## config.mk

```make
export PLATFORM = sky130hd
export DESIGN_NAME = conv3_cascade
export DESIGN_NICKNAME = d
export VERILOG_FILES = /design/src/rtl/conv3_pkg.sv /design/src/rtl/conv3_coef_bank.sv /design/src/rtl/conv3_window.sv /design/src/rtl/conv3_mac.sv /design/src/rtl/conv3_cascade.sv
export SDC_FILE = /design/constraint.sdc
export NUM_CORES = 2
export LEC_CHECK = 0
export BUFFER_PORTS_ARGS = -buffer_cell sky130_fd_sc_hd__buf_4
export CORE_MARGIN = 2
export CORE_UTILIZATION = 43
export DETAILED_ROUTE_END_ITERATION = 6
export PLACE_DENSITY = 0.71
export SETUP_SLACK_MARGIN = 0.15
export SYNTH_ARGS = -nofsm -noshare
export SYNTH_HDL_FRONTEND = slang
export SYNTH_HIERARCHICAL = 1
export SYNTH_SLANG_ARGS = --single-unit
```

## constraint.sdc

```tcl
create_clock -name clk -period 5.41 [get_ports clk]
set_input_delay 0.541 -clock clk [delete_from_list [all_inputs] [get_ports clk]]
set_output_delay 0.541 -clock clk [all_outputs]
set_load 0.01 [all_outputs]
```

## src/rtl/conv3_pkg.sv

```systemverilog
package conv3_pkg;

    // Rows in the window (A, B, C) and columns kept per row.
    localparam int ROWS = 3;
    localparam int TAPS = 3;

    // Window fill tracking: number of consecutive valid columns held.
    typedef enum logic [1:0] {
        WIN_EMPTY = 2'd0,
        WIN_ONE   = 2'd1,
        WIN_TWO   = 2'd2,
        WIN_FULL  = 2'd3
    } win_state_e;

    // Coefficient write codes; a non-zero code selects the bank for
    // column age (code - 1), oldest column first.
    typedef enum logic [1:0] {
        WR_HOLD   = 2'b00,
        WR_OLDEST = 2'b01,
        WR_MIDDLE = 2'b10,
        WR_NEWEST = 2'b11
    } coef_wr_e;

endpackage

```

## src/rtl/conv3_coef_bank.sv

```systemverilog
module conv3_coef_bank
    import conv3_pkg::*;
#(
    parameter int COEF_W = 10
) (
    input  logic                                   clk,
    input  logic                                   rst_n,
    input  logic [1:0]                             wr_code,
    input  logic [ROWS-1:0][COEF_W-1:0]            coef_in,
    output logic [ROWS-1:0][TAPS-1:0][COEF_W-1:0]  coef_q
);

    logic [COEF_W-1:0] k_r [ROWS][TAPS];

    for (genvar c = 0; c < TAPS; c++) begin : g_bank
        // Code for this bank: 01 -> oldest column, 11 -> newest column.
        localparam logic [1:0] BANK_CODE = 2'(c + 1);

        for (genvar r = 0; r < ROWS; r++) begin : g_row
            always_ff @(posedge clk or negedge rst_n) begin
                if (!rst_n) begin
                    k_r[r][c] <= '0;
                end else if (wr_code == BANK_CODE) begin
                    k_r[r][c] <= coef_in[r];
                end
            end

            assign coef_q[r][c] = k_r[r][c];
        end
    end

endmodule

```

## src/rtl/conv3_window.sv

```systemverilog
module conv3_window
    import conv3_pkg::*;
#(
    parameter int PIX_W = 12
) (
    input  logic                                  clk,
    input  logic                                  rst_n,
    input  logic                                  in_valid,
    input  logic [ROWS-1:0][PIX_W-1:0]            pix,
    output logic [ROWS-1:0][TAPS-1:0][PIX_W-1:0]  win,
    output logic                                  win_full
);

    win_state_e state_q;
    win_state_e state_d;

    // State register.
    always_ff @(posedge clk or negedge rst_n) begin
        if (!rst_n) begin
            state_q <= WIN_EMPTY;
        end else begin
            state_q <= state_d;
        end
    end

    // Transitions: each valid column advances toward WIN_FULL, any gap
    // empties the window.
    always_comb begin
        state_d = state_q;
        unique case (state_q)
            WIN_EMPTY: state_d = in_valid ? WIN_ONE  : WIN_EMPTY;
            WIN_ONE:   state_d = in_valid ? WIN_TWO  : WIN_EMPTY;
            WIN_TWO:   state_d = in_valid ? WIN_FULL : WIN_EMPTY;
            WIN_FULL:  state_d = in_valid ? WIN_FULL : WIN_EMPTY;
        endcase
    end

    // Output decode.
    always_comb begin
        win_full = (state_q == WIN_FULL);
    end

    // Column shift registers; index 0 is the oldest column.
    logic [PIX_W-1:0] tap_r [ROWS][TAPS];

    for (genvar r = 0; r < ROWS; r++) begin : g_row
        always_ff @(posedge clk or negedge rst_n) begin
            if (!rst_n) begin
                for (int i = 0; i < TAPS; i++) begin
                    tap_r[r][i] <= '0;
                end
            end else begin
                for (int i = 0; i < TAPS - 1; i++) begin
                    tap_r[r][i] <= tap_r[r][i+1];
                end
                tap_r[r][TAPS-1] <= pix[r];
            end
        end

        for (genvar c = 0; c < TAPS; c++) begin : g_tap
            assign win[r][c] = tap_r[r][c];
        end
    end

endmodule

```

## src/rtl/conv3_mac.sv

```systemverilog
module conv3_mac
    import conv3_pkg::*;
#(
    parameter int PIX_W   = 12,
    parameter int COEF_W  = 10,
    parameter int CAS_W   = 16,
    parameter int SHIFT   = 8
) (
    input  logic                                   clk,
    input  logic                                   rst_n,
    input  logic                                   win_full,
    input  logic [ROWS-1:0][TAPS-1:0][PIX_W-1:0]   win,
    input  logic [ROWS-1:0][TAPS-1:0][COEF_W-1:0]  coef,
    input  logic [CAS_W-1:0]                       cas_in,
    output logic [CAS_W-1:0]                       cas_out,
    output logic                                   out_valid
);

    localparam int PROD_W  = PIX_W + COEF_W;
    localparam int ROW_W   = PROD_W + $clog2(TAPS);
    localparam int SUM_W   = ROW_W + $clog2(ROWS);
    localparam int CASX_W  = CAS_W + SHIFT + 1;
    localparam int ACC_W   = ((SUM_W > CASX_W) ? SUM_W : CASX_W) + 2;
    localparam int STAGES  = 4;

    localparam logic signed [ACC_W-1:0] HALF    = ACC_W'(64'sd1 <<< (SHIFT - 1));
    localparam logic signed [ACC_W-1:0] OUT_MAX = ACC_W'((64'sd1 <<< (CAS_W - 1)) - 64'sd1);
    localparam logic signed [ACC_W-1:0] OUT_MIN = ACC_W'(-(64'sd1 <<< (CAS_W - 1)));
    localparam logic [CAS_W-1:0]        SAT_HI  = {1'b0, {(CAS_W-1){1'b1}}};
    localparam logic [CAS_W-1:0]        SAT_LO  = {1'b1, {(CAS_W-1){1'b0}}};

    // Stage 1: nine products and the cascade sample.
    logic signed [PROD_W-1:0] prod_q [ROWS][TAPS];
    logic signed [CAS_W-1:0]  cas_s1_q;

    for (genvar r = 0; r < ROWS; r++) begin : g_prow
        for (genvar c = 0; c < TAPS; c++) begin : g_pcol
            logic signed [PROD_W-1:0] px;
            logic signed [PROD_W-1:0] kx;
            assign px = PROD_W'($signed(win[r][c]));
            assign kx = PROD_W'($signed(coef[r][c]));

            always_ff @(posedge clk or negedge rst_n) begin
                if (!rst_n) begin
                    prod_q[r][c] <= '0;
                end else begin
                    prod_q[r][c] <= px * kx;
                end
            end
        end
    end

    // Stage 2: row sums and the aligned cascade value.
    logic signed [ROW_W-1:0] row_q [ROWS];
    logic signed [CAS_W-1:0] cas_s2_q;

    for (genvar r = 0; r < ROWS; r++) begin : g_rsum
        logic signed [ROW_W-1:0] row_d;
        always_comb begin
            row_d = '0;
            for (int c = 0; c < TAPS; c++) begin
                row_d = row_d + ROW_W'(prod_q[r][c]);
            end
        end

        always_ff @(posedge clk or negedge rst_n) begin
            if (!rst_n) begin
                row_q[r] <= '0;
            end else begin
                row_q[r] <= row_d;
            end
        end
    end

    // Stage 3: total with the cascade value scaled to output weight.
    logic signed [ACC_W-1:0] acc_d;
    logic signed [ACC_W-1:0] acc_q;

    always_comb begin
        acc_d = ACC_W'(cas_s2_q) <<< SHIFT;
        for (int r = 0; r < ROWS; r++) begin
            acc_d = acc_d + ACC_W'(row_q[r]);
        end
    end

    // Stage 4: half-up rounding and saturation.
    logic signed [ACC_W-1:0] rnd;
    logic signed [ACC_W-1:0] shr;
    logic        [CAS_W-1:0] sat_d;

    always_comb begin
        rnd = acc_q + HALF;
        shr = rnd >>> SHIFT;
        if (shr > OUT_MAX) begin
            sat_d = SAT_HI;
        end else if (shr < OUT_MIN) begin
            sat_d = SAT_LO;
        end else begin
            sat_d = shr[CAS_W-1:0];
        end
    end

    logic [STAGES-1:0] vld_q;

    always_ff @(posedge clk or negedge rst_n) begin
        if (!rst_n) begin
            cas_s1_q <= '0;
            cas_s2_q <= '0;
            acc_q    <= '0;
            cas_out  <= '0;
            vld_q    <= '0;
        end else begin
            cas_s1_q <= $signed(cas_in);
            cas_s2_q <= cas_s1_q;
            acc_q    <= acc_d;
            cas_out  <= sat_d;
            vld_q    <= {vld_q[STAGES-2:0], win_full};
        end
    end

    assign out_valid = vld_q[STAGES-1];

endmodule

```

## src/rtl/conv3_cascade.sv

```systemverilog
module conv3_cascade
    import conv3_pkg::*;
#(
    parameter int PIX_W       = 12,
    parameter int COEF_W      = 10,
    parameter int CAS_W       = 16,
    parameter int ROUND_SHIFT = 8
) (
    input  logic              clk,
    input  logic              rst_n,
    input  logic              in_valid,
    input  logic [PIX_W-1:0]  pix_a,
    input  logic [PIX_W-1:0]  pix_b,
    input  logic [PIX_W-1:0]  pix_c,
    input  logic [CAS_W-1:0]  cas_in,
    input  logic [1:0]        coef_wr,
    input  logic [COEF_W-1:0] coef_a,
    input  logic [COEF_W-1:0] coef_b,
    input  logic [COEF_W-1:0] coef_c,
    output logic [CAS_W-1:0]  cas_out,
    output logic              out_valid
);

    logic [ROWS-1:0][PIX_W-1:0]            pix_rows;
    logic [ROWS-1:0][COEF_W-1:0]           coef_rows;
    logic [ROWS-1:0][TAPS-1:0][PIX_W-1:0]  win;
    logic [ROWS-1:0][TAPS-1:0][COEF_W-1:0] coef_q;
    logic                                  win_full;

    assign pix_rows  = {pix_c, pix_b, pix_a};
    assign coef_rows = {coef_c, coef_b, coef_a};

    conv3_coef_bank #(
        .COEF_W (COEF_W)
    ) bank_i (
        .clk     (clk),
        .rst_n   (rst_n),
        .wr_code (coef_wr),
        .coef_in (coef_rows),
        .coef_q  (coef_q)
    );

    conv3_window #(
        .PIX_W (PIX_W)
    ) window_i (
        .clk      (clk),
        .rst_n    (rst_n),
        .in_valid (in_valid),
        .pix      (pix_rows),
        .win      (win),
        .win_full (win_full)
    );

    conv3_mac #(
        .PIX_W  (PIX_W),
        .COEF_W (COEF_W),
        .CAS_W  (CAS_W),
        .SHIFT  (ROUND_SHIFT)
    ) mac_i (
        .clk       (clk),
        .rst_n     (rst_n),
        .win_full  (win_full),
        .win       (win),
        .coef      (coef_q),
        .cas_in    (cas_in),
        .cas_out   (cas_out),
        .out_valid (out_valid)
    );

endmodule

```

-- Yosys cells after proc, flatten, opt, wreduce, memory -nomap -nowiden
Index checks and enable logic that the tools add are counted.
- flip-flop bits (word level): 550
- bits of input ports: 87
- multipliers: 9
- muxes and demuxes: 6
- $add $sub $neg: 10
- $lt $le $gt $ge: 2
- equality and inequality tests: 6
- reductions and logical operators: 2
- operators with widths (cell ; number):
    multiplier 12 x 10 -> 22 bit ; 9
    adder 23 x 22 -> 24 bit ; 3
    adder 22 x 22 -> 23 bit ; 3
    2-to-1 mux 16 bit ; 2
    adder 28 x 9 -> 28 bit, second input constant ; 1
    adder 26 x 24 -> 27 bit ; 1
    adder 25 x 24 -> 26 bit ; 1
    adder 24 x 24 -> 25 bit ; 1
    greater-than comparator 20 x 16 -> 1 bit, second input constant ; 1
    < comparator 20 x 16 -> 1 bit, second input constant ; 1
    == test 2 bit, second input constant ; 4
    one-hot mux 2 bit (3 select lines) ; 1
    == test 2 x 1 -> 1 bit, second input constant ; 2
    2-to-1 mux 2 bit ; 2
    logical NOT 2 bit ; 1
    OR reduction 2 bit ; 1
    2-to-1 mux 1 bit ; 1

-- Longest topological paths before layout
- word-level depth: 4
- gate-level depth with buffers: 22
- mapped depth without buffers: 21

-- Cells and area by module
Netlist, hierarchy kept.
- modules (own cells, without submodules) (module ; instances ; sequential area each (um^2) ; cells each ; area each (um^2)):
    conv3_mac ; 1 ; 8558.2 ; 5786 ; 55923.6
    conv3_coef_bank ; 1 ; 2252.2 ; 192 ; 3791.1
    conv3_window ; 1 ; 2752.6 ; 114 ; 2778.9

-- Worst setup path before layout
OpenSTA, ideal clock, no wires.
- path kind: register -> register
- start point: register bank_i.k_r (netlist bit bank_i/coef_q[1])
- end point: register mac_i/prod_q[197] (netlist bit)
- setup time: 0.080 ns
- period minus slack after synthesis: 5.437 ns
- arrival: 5.357 ns
- data required time: 5.330 ns
- cell stages (with the launch flop): 22
- path slack: -0.027 ns
- buffers on the path: 1
- cell sequence: dfrtp_1 clkbuf_1 nand2_1 fa_1 inv_1 fa_1 inv_1 fa_1 inv_1 fa_1 inv_1 fa_1 inv_1 ha_1 or2_2 a21oi_1 a2111o_1 a31oi_1 or4_1 a31o_1 a21oi_1 xnor2_1
- longest elaborated chain between the ends: 1
- ends and longest elaborated chain (what ; RTL line ; source):
    from (decl) ; conv3_coef_bank.sv:13 ; logic [COEF_W-1:0] k_r [ROWS][TAPS];
    from (signal, indexed assignment) ; conv3_coef_bank.sv:24 ; k_r[r][c] <= coef_in[r];
    multiplier 12 x 10 -> 22 bit ; conv3_mac.sv:47 ; prod_q[r][c] <= px * kx;
    to (signal, indexed assignment) ; conv3_mac.sv:47 ;
    to (decl) ; conv3_mac.sv:33 ; logic signed [PROD_W-1:0] prod_q [ROWS][TAPS];
Every way passes these cells.
A chain may end at the register's enable or synchronous reset.

-- Worst setup path after layout
- start point: register bank_i.k_r (netlist bit bank_i/coef_q[34])
- end point: register mac_i/prod_q[130] (netlist bit)
Same word-level chain as after synthesis.

==> run_results.csv <==
group,metric,value,unit
outcome,outcome,"finished, final reports clean",
die,ioPinCount,104,
yosys,synth_seq_area_share,21.70,%
worst_setup_path,crit_fanout,7,
die,die-width,385.2,µm
clock_tree,cts_sinks,542,
yosys,syn-cell-area,0.06249,mm²
grt,grt_pass1_vias,44877,
drt,wl,144700,µm
sta,min_period,5.266,ns
worst_setup_path,reg2reg_depth,17,
sta,drv_slew,0,
drt,drt_first_pass_iters,5,
worst_setup_path,path_class,"register to register",
sta,timing.setup.tns,0,ns
die,dieArea,0.1484,mm²
worst_setup_path,cp_num_buf_inv,4,
placement,dp_slack,-0.1712,ns
yosys,ys.flop_type,"dfrtp_1",
placement,gp_congestion,0.9009,
clock_tree,tritoncts,"yes",
sta,finalSetupViolCount,0,
drt,drc_errors,0,
die,rows,139,
yosys,synth_top_area_cell,"fa_1",
placement,dp_hpwl,117300,µm
layout,fin_nets,8208,
flow_run,maxCapViolCount,0,
yosys,async_flop_share,100.0,%
yosys,ys_seq_elements,542,
sta,slew_headroom,37.08,%
grt,antenna_found_initial,7,
yosys,yosysWarnings,6,
layout,final_cell_mix,"1337 x inv_1, 1066 x fa_1, 626 x nand2_1, 540 x ha_1, 448 x dfrtp_1",
worst_setup_path,r2r_end,"mac_i/prod_q[130]",
layout,area_delta_synth_final,14.77,%
die,die_height,385.2,µm
layout,multi_input_area,0.04400,mm²
die,core_area,0.1440,mm²
yosys,synth_top_area_share,34.34,%
grt,grt_max_degree,160,
sta,min_period_over_period,97.33,%
drt,wire_per_inst,17.16,µm
layout,drive_gt1_share,14.71,%
drt,via_per_inst,4.959,
hold_path,hold_class,"input port to register",
sta,hold_viol,0,
worst_setup_path,r2r_slack,0.14,ns
yosys,syn_area_per_cell,10.26,µm²
sta,fin_skew,0.04160,ns
worst_setup_path,crit_required,5.96,ns
die,start_util,43.40,%
drt,first_iter_violations,2439,
layout,stdcell_count,8432,
layout,seq_area,0.01368,mm²
drt,vias,41814,
yosys,synth_edf_count,0,
sta,worst_pin_slew,0.9438,ns
grt,globalRouteOverflowTotal,0,
worst_setup_path,crit_family,"adder cells",
clock_tree,numCtsBuffers,69,
sta,fmax,0.1899,GHz
hold_path,min_from,"cas_in[8]",
clock_tree,h-tree-depth,3,
worst_setup_path,startpoint_type,"register",
sta,timing.final.ws_setup,0.1442,ns
yosys,synth_nets,7825,
sta,whs,0.06980,ns
hold_path,hold_depth,1,
worst_setup_path,startpoint,"bank_i/coef_q[34]",
yosys,postSynthCellCount,6092,
worst_setup_path,critical_path.max_stage_delay,0.53,ns
worst_setup_path,crit_chain,"and2_4 -> fa_1 -> inv_1 -> fa_1 -> inv_2 -> fa_1 -> fa_1 -> inv_2 -> fa_1 -> inv_2 -> ha_4 -> o41a_1 -> a21o_1 -> o41ai_4 -> o21ai_2 -> o41ai_2 -> xnor2_1",
clock_tree,cts_max_path_buffers,3,
worst_setup_path,slowest_stage,"fa_1",
placement,dp.cells,8131,
hold_path,whs_endpoint,"mac_i/cas_s1_q[8]",
placement,io_buffer_count,103,
layout,n_fill_cell,12710,
grt,grt_use_total,20.13,%
sta,rsz0062_at_grt,"yes",
clock_tree,clk_pin_slew,0.06,ns
layout,mostFrequentLayoutCell,"inv_1",
worst_setup_path,end_kind,"register",
worst_setup_path,r2r-start,"bank_i/coef_q[34]",
grt,grt_pass1_wl,235200,µm
yosys,synth_cell_types,74,
clock_tree,clkLatencyLatePin,0.69,ns
worst_setup_path,crit_arrival,5.81,ns
yosys,synth_area_leaders,"fa_1 34%, dfrtp_1 22%, ha_1 11%, inv_1 8.1%, and2_1 4.3%",
clock_tree,cts-root-buf,"clkbuf_16",
drt,drt.antenna.violating_nets,0,
worst_setup_path,crit_top_cell,"fa_1",
-- worst max-delay path by stage --
stage	endpoint	slack, ns	cells after the start
after floorplan	mac_i/prod_q[21]	0.16	20
after global placement	mac_i/prod_q[65]	-0.02	19
after detailed placement	mac_i/prod_q[65]	-0.17	20
after CTS	mac_i/prod_q[65]	0.02	17
after global routing	mac_i/prod_q[21]	-0.05	20
final	mac_i/prod_q[130]	0.14	17
-- registers in the layout, indices dropped and copies added (netlist names) --
signal            flops
mac_i/vld_q           4
mac_i/row_q          72
mac_i/cas_s1_q       16
window_i/win        108
window_i/state_q      2
mac_i/prod_q        198
mac_i/cas_out        16
bank_i/coef_q        90
mac_i/cas_s2_q       16
mac_i/acc_q          20
-- cell families (layout without fill, tap and decap cells) --
family / after synthesis / count (layout) / synth area share [%]
adder cells (fa/ha/maj): 1646 / 1646 / 45.83
buffers and inverters: 1550 / 1986 / 9.520
AND/OR/NAND/NOR: 1483 / 1483 / 11.50
flip-flops: 542 / 542 / 21.70
AO/OA/AOI/OAI: 473 / 473 / 4.947
XOR/XNOR: 306 / 306 / 4.289
multiplexers: 92 / 92 / 2.204
other: 0 / 1 / 0
-- synthesized netlist by cell type (12+ instances only) --
library cell / number
o21ai_0: 56
mux2_4: 91
fa_1: 1072
a211oi_1: 16
a31oi_1: 12
nand2_1: 642
xnor2_1: 221
nor2b_1: 25
nor3_1: 34
o21a_1: 38
a21o_1: 52
nand2b_1: 65
nor2_1: 171
and2_1: 431
dfrtp_1: 542
o21ai_1: 31
and3_1: 21
o21bai_1: 18
nand3_1: 47
a21oi_1: 162
ha_1: 574
clkbuf_1: 184
inv_1: 1348
xor2_1: 85
or3_1: 13
-- metal layers --
metal / GRT usage (%) / vias up / share of wire [%]
met2: 33.32 / 992 / 49
met3: 3.445 / 246 / 5.4
li1: - / 19081 / -
met1: 26.50 / 21489 / 42
met4: 7.580 / 6 / 3.8
met5: 0 / - / 0.030
-- repair_timing --
item / CTS / global route
buffers inserted: 4 / 119
gates cloned: 0 / 1
hold endpoints to repair: 129 / 0
pin swaps: 4 / 91
gates resized for setup: 59 / 254
setup endpoints to repair: 33 / 51
hold buffers: 52 / 0
-- final cells by class --
cell class	count	share of cell area (%)
clock inverter	39	0.8007
timing repair buffer	507	5.718
antenna	1	0.003489
sequential	542	19.07
tap	1903	3.320
multi-input combinational	4000	61.35
clock buffer	85	2.631
inverter	1355	7.102
-- through the flow --
stage	utilization (%)	area, µm²
after floorplan	-	62520
after global placement	46.22	66560
after detailed placement	46.22	66560
after CTS	48.44	69750
after global routing	49.81	71720
final	49.81	71730
Power is left out: the tool's default activity adds up to more than one toggle a clock period on the data nets, which glitch-free logic cannot reach.
